===== config.mk =====
export PLATFORM = sky130hd
export DESIGN_NAME = aux_shmem_hs
export DESIGN_NICKNAME = d
export VERILOG_FILES = /design/src/rtl/aux_hs_pkg.sv /design/src/rtl/aux_hs_sync.sv /design/src/rtl/aux_hs_csmatch.sv /design/src/rtl/aux_hs_fsm.sv /design/src/rtl/aux_shmem_hs.sv
export SDC_FILE = /design/constraint.sdc
export NUM_CORES = 1
export LEC_CHECK = 0
export ABC_AREA = 1
export BUFFER_PORTS_ARGS = -buffer_cell sky130_fd_sc_hd__clkbuf_2
export CAP_MARGIN = 25
export CORE_AREA = 2 2 39 41
export CTS_BUF_LIST = sky130_fd_sc_hd__clkbuf_16
export DETAILED_ROUTE_END_ITERATION = 12
export DIE_AREA = 0 0 41 43
export PLACE_DENSITY = 0.55
export SYNTH_ARGS = -nofsm -noshare
export SYNTH_HDL_FRONTEND = slang
export SYNTH_SLANG_ARGS = --single-unit
export TNS_END_PERCENT = 10

===== constraint.sdc =====
create_clock -name clk -period 2.62 [get_ports clk]
set_input_delay 0.786 -clock clk [delete_from_list [all_inputs] [get_ports clk]]
set_output_delay 0.786 -clock clk [all_outputs]
set_load 0.05 [all_outputs]

===== src/rtl/aux_hs_pkg.sv =====
// Shared types of the shared-memory handshake.
// Assumes nothing beyond a single clock domain for the state register.
package aux_hs_pkg;

    typedef enum logic [2:0] {
        HS_IDLE    = 3'd0,  // no handshake in progress
        HS_REQ     = 3'd1,  // request out, waiting for the synchronized grant
        HS_GRANT   = 3'd2,  // first driven clock, local cycle still held
        HS_DRIVE   = 3'd3,  // buffers driven, local cycle running
        HS_RELEASE = 3'd4   // drive off, request still held for one clock
    } hs_state_t;

endpackage


===== src/rtl/aux_hs_sync.sv =====
// Multi-flop synchronizer for one asynchronous level.
// Assumes the input is a level that stays stable far longer than a clock.
// The reset value lets an active-low input start in its released state.
module aux_hs_sync #(
    parameter int   STAGES    = 2,
    parameter logic RESET_VAL = 1'b1
) (
    input  logic clk,
    input  logic rst_n,
    input  logic async_i,
    output logic sync_o
);

    logic [STAGES-1:0] chain_q;

    // Shift the asynchronous level through the flop chain.
    always_ff @(posedge clk) begin
        if (!rst_n) chain_q <= {STAGES{RESET_VAL}};
        else        chain_q <= {chain_q[STAGES-2:0], async_i};
    end

    assign sync_o = chain_q[STAGES-1];

endmodule


===== src/rtl/aux_hs_csmatch.sv =====
// Decides whether the current local access targets shared memory.
// Assumes cs_hit and aux_en are valid whenever acc_vld is high.
module aux_hs_csmatch #(
    parameter int NUM_CS = 8
) (
    input  logic              acc_vld,
    input  logic [NUM_CS-1:0] cs_hit,
    input  logic [NUM_CS-1:0] aux_en,
    output logic              aux_acc
);

    logic [NUM_CS-1:0] marked_hit;

    // One gate per chip select: hit and marked for shared memory.
    for (genvar g = 0; g < NUM_CS; g++) begin : g_cs
        assign marked_hit[g] = cs_hit[g] & aux_en[g];
    end

    assign aux_acc = acc_vld & (|marked_hit);

endmodule


===== src/rtl/aux_hs_fsm.sv =====
// Request/grant state machine toward the auxiliary processor.
// Assumes ack_s_n is already synchronized and the local bus keeps acc_vld
// high while stall is asserted.
module aux_hs_fsm
    import aux_hs_pkg::*;
(
    input  logic clk,
    input  logic rst_n,
    input  logic aux_acc,
    input  logic acc_vld,
    input  logic ack_s_n,
    output logic req_n,
    output logic drv,
    output logic stall
);

    hs_state_t state_q, state_d;

    // Next-state selection for the handshake.
    always_comb begin
        state_d = state_q;
        unique case (state_q)
            HS_IDLE:    if (aux_acc && ack_s_n) state_d = HS_REQ;
            HS_REQ:     if (!ack_s_n)           state_d = HS_GRANT;
            HS_GRANT:   state_d = acc_vld ? HS_DRIVE : HS_RELEASE;
            HS_DRIVE:   if (!acc_vld)           state_d = HS_RELEASE;
            HS_RELEASE: state_d = HS_IDLE;
            default:    state_d = HS_IDLE;
        endcase
    end

    // State register with synchronous reset.
    always_ff @(posedge clk) begin
        if (!rst_n) state_q <= HS_IDLE;
        else        state_q <= state_d;
    end

    // Registered-state decode of the outward handshake lines.
    assign req_n = (state_q == HS_IDLE);
    assign drv   = (state_q == HS_GRANT) || (state_q == HS_DRIVE);
    // Hold the local cycle until the buffers have been driven one clock.
    assign stall = aux_acc && (state_q != HS_DRIVE);


    reset_idle_chk: assert property (@(posedge clk)
        !rst_n |=> (req_n && !drv));


    drv_needs_req_chk: assert property (@(posedge clk) disable iff (!rst_n)
        drv |-> !req_n);


    drv_after_grant_chk: assert property (@(posedge clk) disable iff (!rst_n)
        $rose(drv) |-> !$past(ack_s_n));


    req_after_release_chk: assert property (@(posedge clk) disable iff (!rst_n)
        $fell(req_n) |-> $past(ack_s_n));


    req_only_marked_chk: assert property (@(posedge clk) disable iff (!rst_n)
        $fell(req_n) |-> $past(aux_acc));


    drv_before_req_chk: assert property (@(posedge clk) disable iff (!rst_n)
        $fell(drv) |-> !req_n ##1 req_n);


    stall_hold_chk: assert property (@(posedge clk) disable iff (!rst_n)
        (aux_acc && !stall) |-> (drv && $past(drv)));

endmodule


===== src/rtl/aux_shmem_hs.sv =====
// Top of the shared-memory handshake: chip-select match, grant
// synchronizer and request/grant state machine.
// Assumes one clock; ack_n may change at any time.
module aux_shmem_hs #(
    parameter int NUM_CS      = 8,
    parameter int SYNC_STAGES = 2
) (
    input  logic              clk,
    input  logic              rst_n,
    input  logic              acc_vld,
    input  logic [NUM_CS-1:0] cs_hit,
    input  logic [NUM_CS-1:0] aux_en,
    input  logic              ack_n,
    output logic              req_n,
    output logic              drv,
    output logic              stall
);

    logic aux_acc;
    logic ack_s_n;

    // Flag accesses that target the shared region.
    aux_hs_csmatch #(.NUM_CS(NUM_CS)) i_match (
        .acc_vld (acc_vld),
        .cs_hit  (cs_hit),
        .aux_en  (aux_en),
        .aux_acc (aux_acc)
    );

    // Bring the grant into the local clock domain.
    aux_hs_sync #(.STAGES(SYNC_STAGES), .RESET_VAL(1'b1)) i_sync (
        .clk     (clk),
        .rst_n   (rst_n),
        .async_i (ack_n),
        .sync_o  (ack_s_n)
    );

    // Sequence request, drive and stall.
    aux_hs_fsm i_fsm (
        .clk     (clk),
        .rst_n   (rst_n),
        .aux_acc (aux_acc),
        .acc_vld (acc_vld),
        .ack_s_n (ack_s_n),
        .req_n   (req_n),
        .drv     (drv),
        .stall   (stall)
    );

endmodule


# Word-level counts from Yosys, hierarchy flattened

Index checks and enable logic that the tools add are counted.

Memory bits (read-only): 0
RAM bits: 0
Input bits: 20
Logic and storage cells: 29
Register bits after elaboration: 5
Memories: 0
Output and inout bits: 3
Latch bits: 0

$lt $le $gt $ge: 0
Div/mod/pow operators: 0
Reduce and logical (&&, ||, !) cells: 6
Shift operators: 0
Equality and inequality tests: 7
Multiply operators: 0
Mux-type cells: 5
Add/subtract/negate cells: 0
Bitwise operators: 9

Operator list:

| operator                                              | count |
|---|---|
| two-way mux 3 bit                                     | 4 |
| case mux 3 bit (4 select lines)                       | 1 |
| AND 1 bit                                             | 9 |
| OR reduction 8 bit                                    | 1 |
| == test 3 x 2 -> 1 bit, second input constant         | 2 |
| inequality test 2 bit, second input constant          | 2 |
| == test 3 x 1 -> 1 bit, second input constant         | 1 |
| logical NOT 3 bit                                     | 1 |
| inequality test 3 x 2 -> 1 bit, second input constant | 1 |
| AND reduction 3 bit                                   | 1 |
| logical AND 1 bit                                     | 2 |
| inequality test 2 x 1 -> 1 bit, second input constant | 1 |
| logical OR 1 bit                                      | 1 |

# Depth between registers and ports, before layout

Depth after elaboration: 6
Depth in mapped cells: 9
Mapped depth without buffers: 9

# Hierarchy

A second synthesis with hierarchy kept.

Cell total of the unflattened synthesis: 49
Area, all modules: 304.0 um^2

By module, submodules not included:

| module         | seq. area each (um^2) | times used | cells an instance | area an instance (um^2) |
|---|---|---|---|---|
| aux_hs_fsm     | 60.1                  | 1          | 27                | 187.7 |
| aux_hs_csmatch | 0.0                   | 1          | 16                | 61.3 |
| aux_hs_sync    | 40.0                  | 1          | 6                 | 55.1 |

# Worst setup path after synthesis

OpenSTA, ideal clock, no wires.

Kind: input -> output
Start: in cs_hit[5]
End: out stall
Required time: 1.834 ns
Stages on the path: 5
Arrival time: 1.296 ns
Path slack: 0.538 ns
Buffers on the path: 0
Cell sequence: nand2_1 nand2_1 nor2_1 nand2_1 and3_2

Longest elaborated chain between the ends: 4

RTL lines:

| item               | RTL line             | source |
|---|---|---|
| start: declaration | aux_shmem_hs.sv:11   | `input logic [NUM_CS-1:0] cs_hit,` |
| AND 1 bit          | aux_hs_csmatch.sv:16 | `assign marked_hit[g] = cs_hit[g] & aux_en[g];` |
| OR reduction 8 bit | aux_hs_csmatch.sv:19 | `assign aux_acc = acc_vld & (\|marked_hit);` |
| AND 1 bit          | aux_hs_csmatch.sv:19 |  |
| logical AND 1 bit  | aux_hs_fsm.sv:42     | `assign stall = aux_acc && (state_q != HS_DRIVE);` |
| end: declaration   | aux_shmem_hs.sv:16   | `output logic stall` |

Every way passes these cells.

# Final worst setup path

Ends and elaborated chain as after synthesis.

==> results.yml <==
cts:
  post-cts-setup-buffer-count: 0
  cts-resized-gates: 0
  cts.htree.levels: 1
  cts_hold_buf: 0
  cts.sinks: 5
  clkTransAtPathRegs_ns: 0.03
  cts_tree: "yes"
  numCtsBuffers: 3
  insertion_delay_ns: 0.22
  clk_root_buffer_cell: "clkbuf_16"
  clock_path_buffers: 2
drt:
  wire_per_inst_um: 7.97
  route.detailed.drc: 0
  vias: 369
  drt_pass1_iterations: 3
  vias_per_cell: 4.15
  antenna_left: 0
  wirelength_um: 709
  drt_iter0_markers: 2
sta:
  max-slew-margin-rel_pct: 81.2
  fin_tns_setup_ns: 0
  fin_skew_ns: 0.000699
  period_share_pct: 88.6
  drv_slew: 0
  fmax_mhz: 431
  setup_ws_ns: 0.299
  hold_ws_ns: 0.409
  worstMarginPinSlew_ns: 0.280
  rsz0062_at_grt: "false"
  setup_viol: 0
  hold_viol_final: 0
  layout_min_cycle_time_ns: 2.32
placed_design:
  hpwl_um: 608
  dp_slack_ns: 0.280
  portBuffers: 22
  place_congestion: 0.657
die:
  row_count: 14
  pin_count: 23
  core-area_um2: 1380
  fp.dieH_um: 43
  start_util_pct: 21.9
  die_area_um2: 1760
  die_x_um: 41
setup_path:
  critPathMaxStageDelay_ns: 0.23
  rr_endpoint: "i_fsm.state_q[1]$_SDFFE_PN0P_"
  cp_slowest_cell: "clkbuf_2"
  cp.arrival_ns: 1.53
  worstPathRequired_ns: 1.83
  path_delay_family: "simple AND/OR/NAND/NOR gates"
  critPathKind: "in2out"
  crit_path_end_kind: "output pin"
  path_max_fanout: 2
  critPathLaunchType: "primary input"
  r2r-start: "i_fsm.state_q[2]$_SDFFE_PN0P_"
  cpMostUsedCell: "nand2_1"
  rr_worst_depth: 4
  crit_chain: "clkbuf_2 -> nand2_1 -> nand2_1 -> nor2_1 -> nand2_1 -> and3_2 -> clkbuf_2"
  crit_buf_inv: 2
  r2r_slack_ns: 1.58
layout:
  drive_gt1_share_pct: 43.8
  mostFrequentLayoutCell: "clkbuf_2"
  nNetsFinal: 94
  syn_to_final_growth_pct: 69.0
  multi_input_area_um2: 173
  fill_cells: 151
  final_cell_mix: "clkbuf_2 (22), nand2_1 (17), inv_1 (8), dfxtp_1 (5)"
  n_antenna_cell: 0
  register_area_um2: 100
min_path:
  min_to: "i_sync.chain_q[1]$_SDFF_PN1_"
  holdPathStages: 1
  worstHoldStart: "i_sync.chain_q[0]$_SDFF_PN1_"
  hp-class: "reg2reg"
power:
  ir_drop_uv: 495
  finalPower_mw: 0.417
  leakage_nw: 0.289
  powerDensity_nw_per_um2: 814
synthesis:
  synth_area_um2: 303
  ys_seq_area_share_pct: 33.1
  syn-num-nets: 67
  yosys_warnings: 0
  synth.avg_cell_area_um2: 6.44
  syn-instance-count: 47
  yosys.cell_types.count: 16
  yosys_register_bits: 5
flow_run:
  cap_violations: 0
global_routing:
  grt_pass1_vias: 342
  grt_pass1_wl_um: 1140
  grt_use_total_pct: 9.55
  grt_overflow: 0
  antenna_found_initial: 0
  grt_max_degree: 7
status:
  run_status: "complete, no violations"
stage by stage:
step                      util (%)  instance area [um^2]  std cells
after CTS                     37.0                   512         89
after detailed placement      31.3                   433         85
after global routing          37.0                   512         89
after floorplan                  -                   303         47
final                         37.0                   512         89
after global placement        31.3                   433         85
registers in the layout, summed over array words and instances, names as in the netlist:
name and flops:
i_fsm.state_q 3, i_sync.chain_q 2
metal layers:
layer	vias to the layer above	track usage, %	part of all wire [%]
met5	-	0	0
met3	0	4.71	13
met1	147	9.35	40
li1	203	-	-
met4	0	4.00	0
met2	19	15.9	46
worst max path at each step:
| stage | end | cells after the start | slack [ns] | startpoint |
|---|---|---|---|---|
| 2_1_floorplan | stall | 5 | 0.54 | cs_hit[5] |
| 3_3_place_gp | stall | 7 | 0.30 | cs_hit[0] |
| 3_5_place_dp | stall | 7 | 0.28 | cs_hit[5] |
| 4_1_cts | stall | 7 | 0.28 | cs_hit[5] |
| 5_1_grt | stall | 7 | 0.20 | cs_hit[5] |
| 6_report | stall | 7 | 0.30 | cs_hit[5] |
power by group:
group	leakage [nW]	internal (mW)	total [mW]	switching, mW
sequential	0.0411	0.0826	0.0882	0.00553
combinational	0.206	0.0307	0.0842	0.0535
clock	0.0423	0.197	0.244	0.0469
total	0.289	0.311	0.417	0.106
cells in the mapped netlist, drive strengths merged:
cell type / n / share of area, %
nor2: 4 / 8.3
dfxtp: 5 / 33
nand3: 3 / 5.0
and3: 1 / 2.5
inv: 8 / 9.9
a21oi: 1 / 1.7
nor4: 1 / 2.1
nor3: 1 / 3.3
o2111ai: 1 / 2.9
nand2: 17 / 21
nand4: 2 / 4.1
or2: 2 / 4.1
a31oi: 1 / 2.1
logic make-up after synthesis:
| family | after synthesis | synth area share (%) |
|---|---|---|
| AOI/OAI and AO/OA | 3 | 6.61 |
| buffers and inverters | 8 | 9.92 |
| DFF | 5 | 33.1 |
| and+or+nand+nor | 31 | 50.4 |
layout make-up:
| cell class | count | area share (%) |
|---|---|---|
| clock inverter | 1 | 0.733 |
| sequential | 5 | 19.6 |
| timing repair buffer | 22 | 21.5 |
| inverter | 8 | 5.87 |
| clock buffer | 3 | 14.7 |
| multi-input combinational | 34 | 33.7 |
| tap | 16 | 3.91 |
No activity file was read; power rests on OpenSTA's default activity.
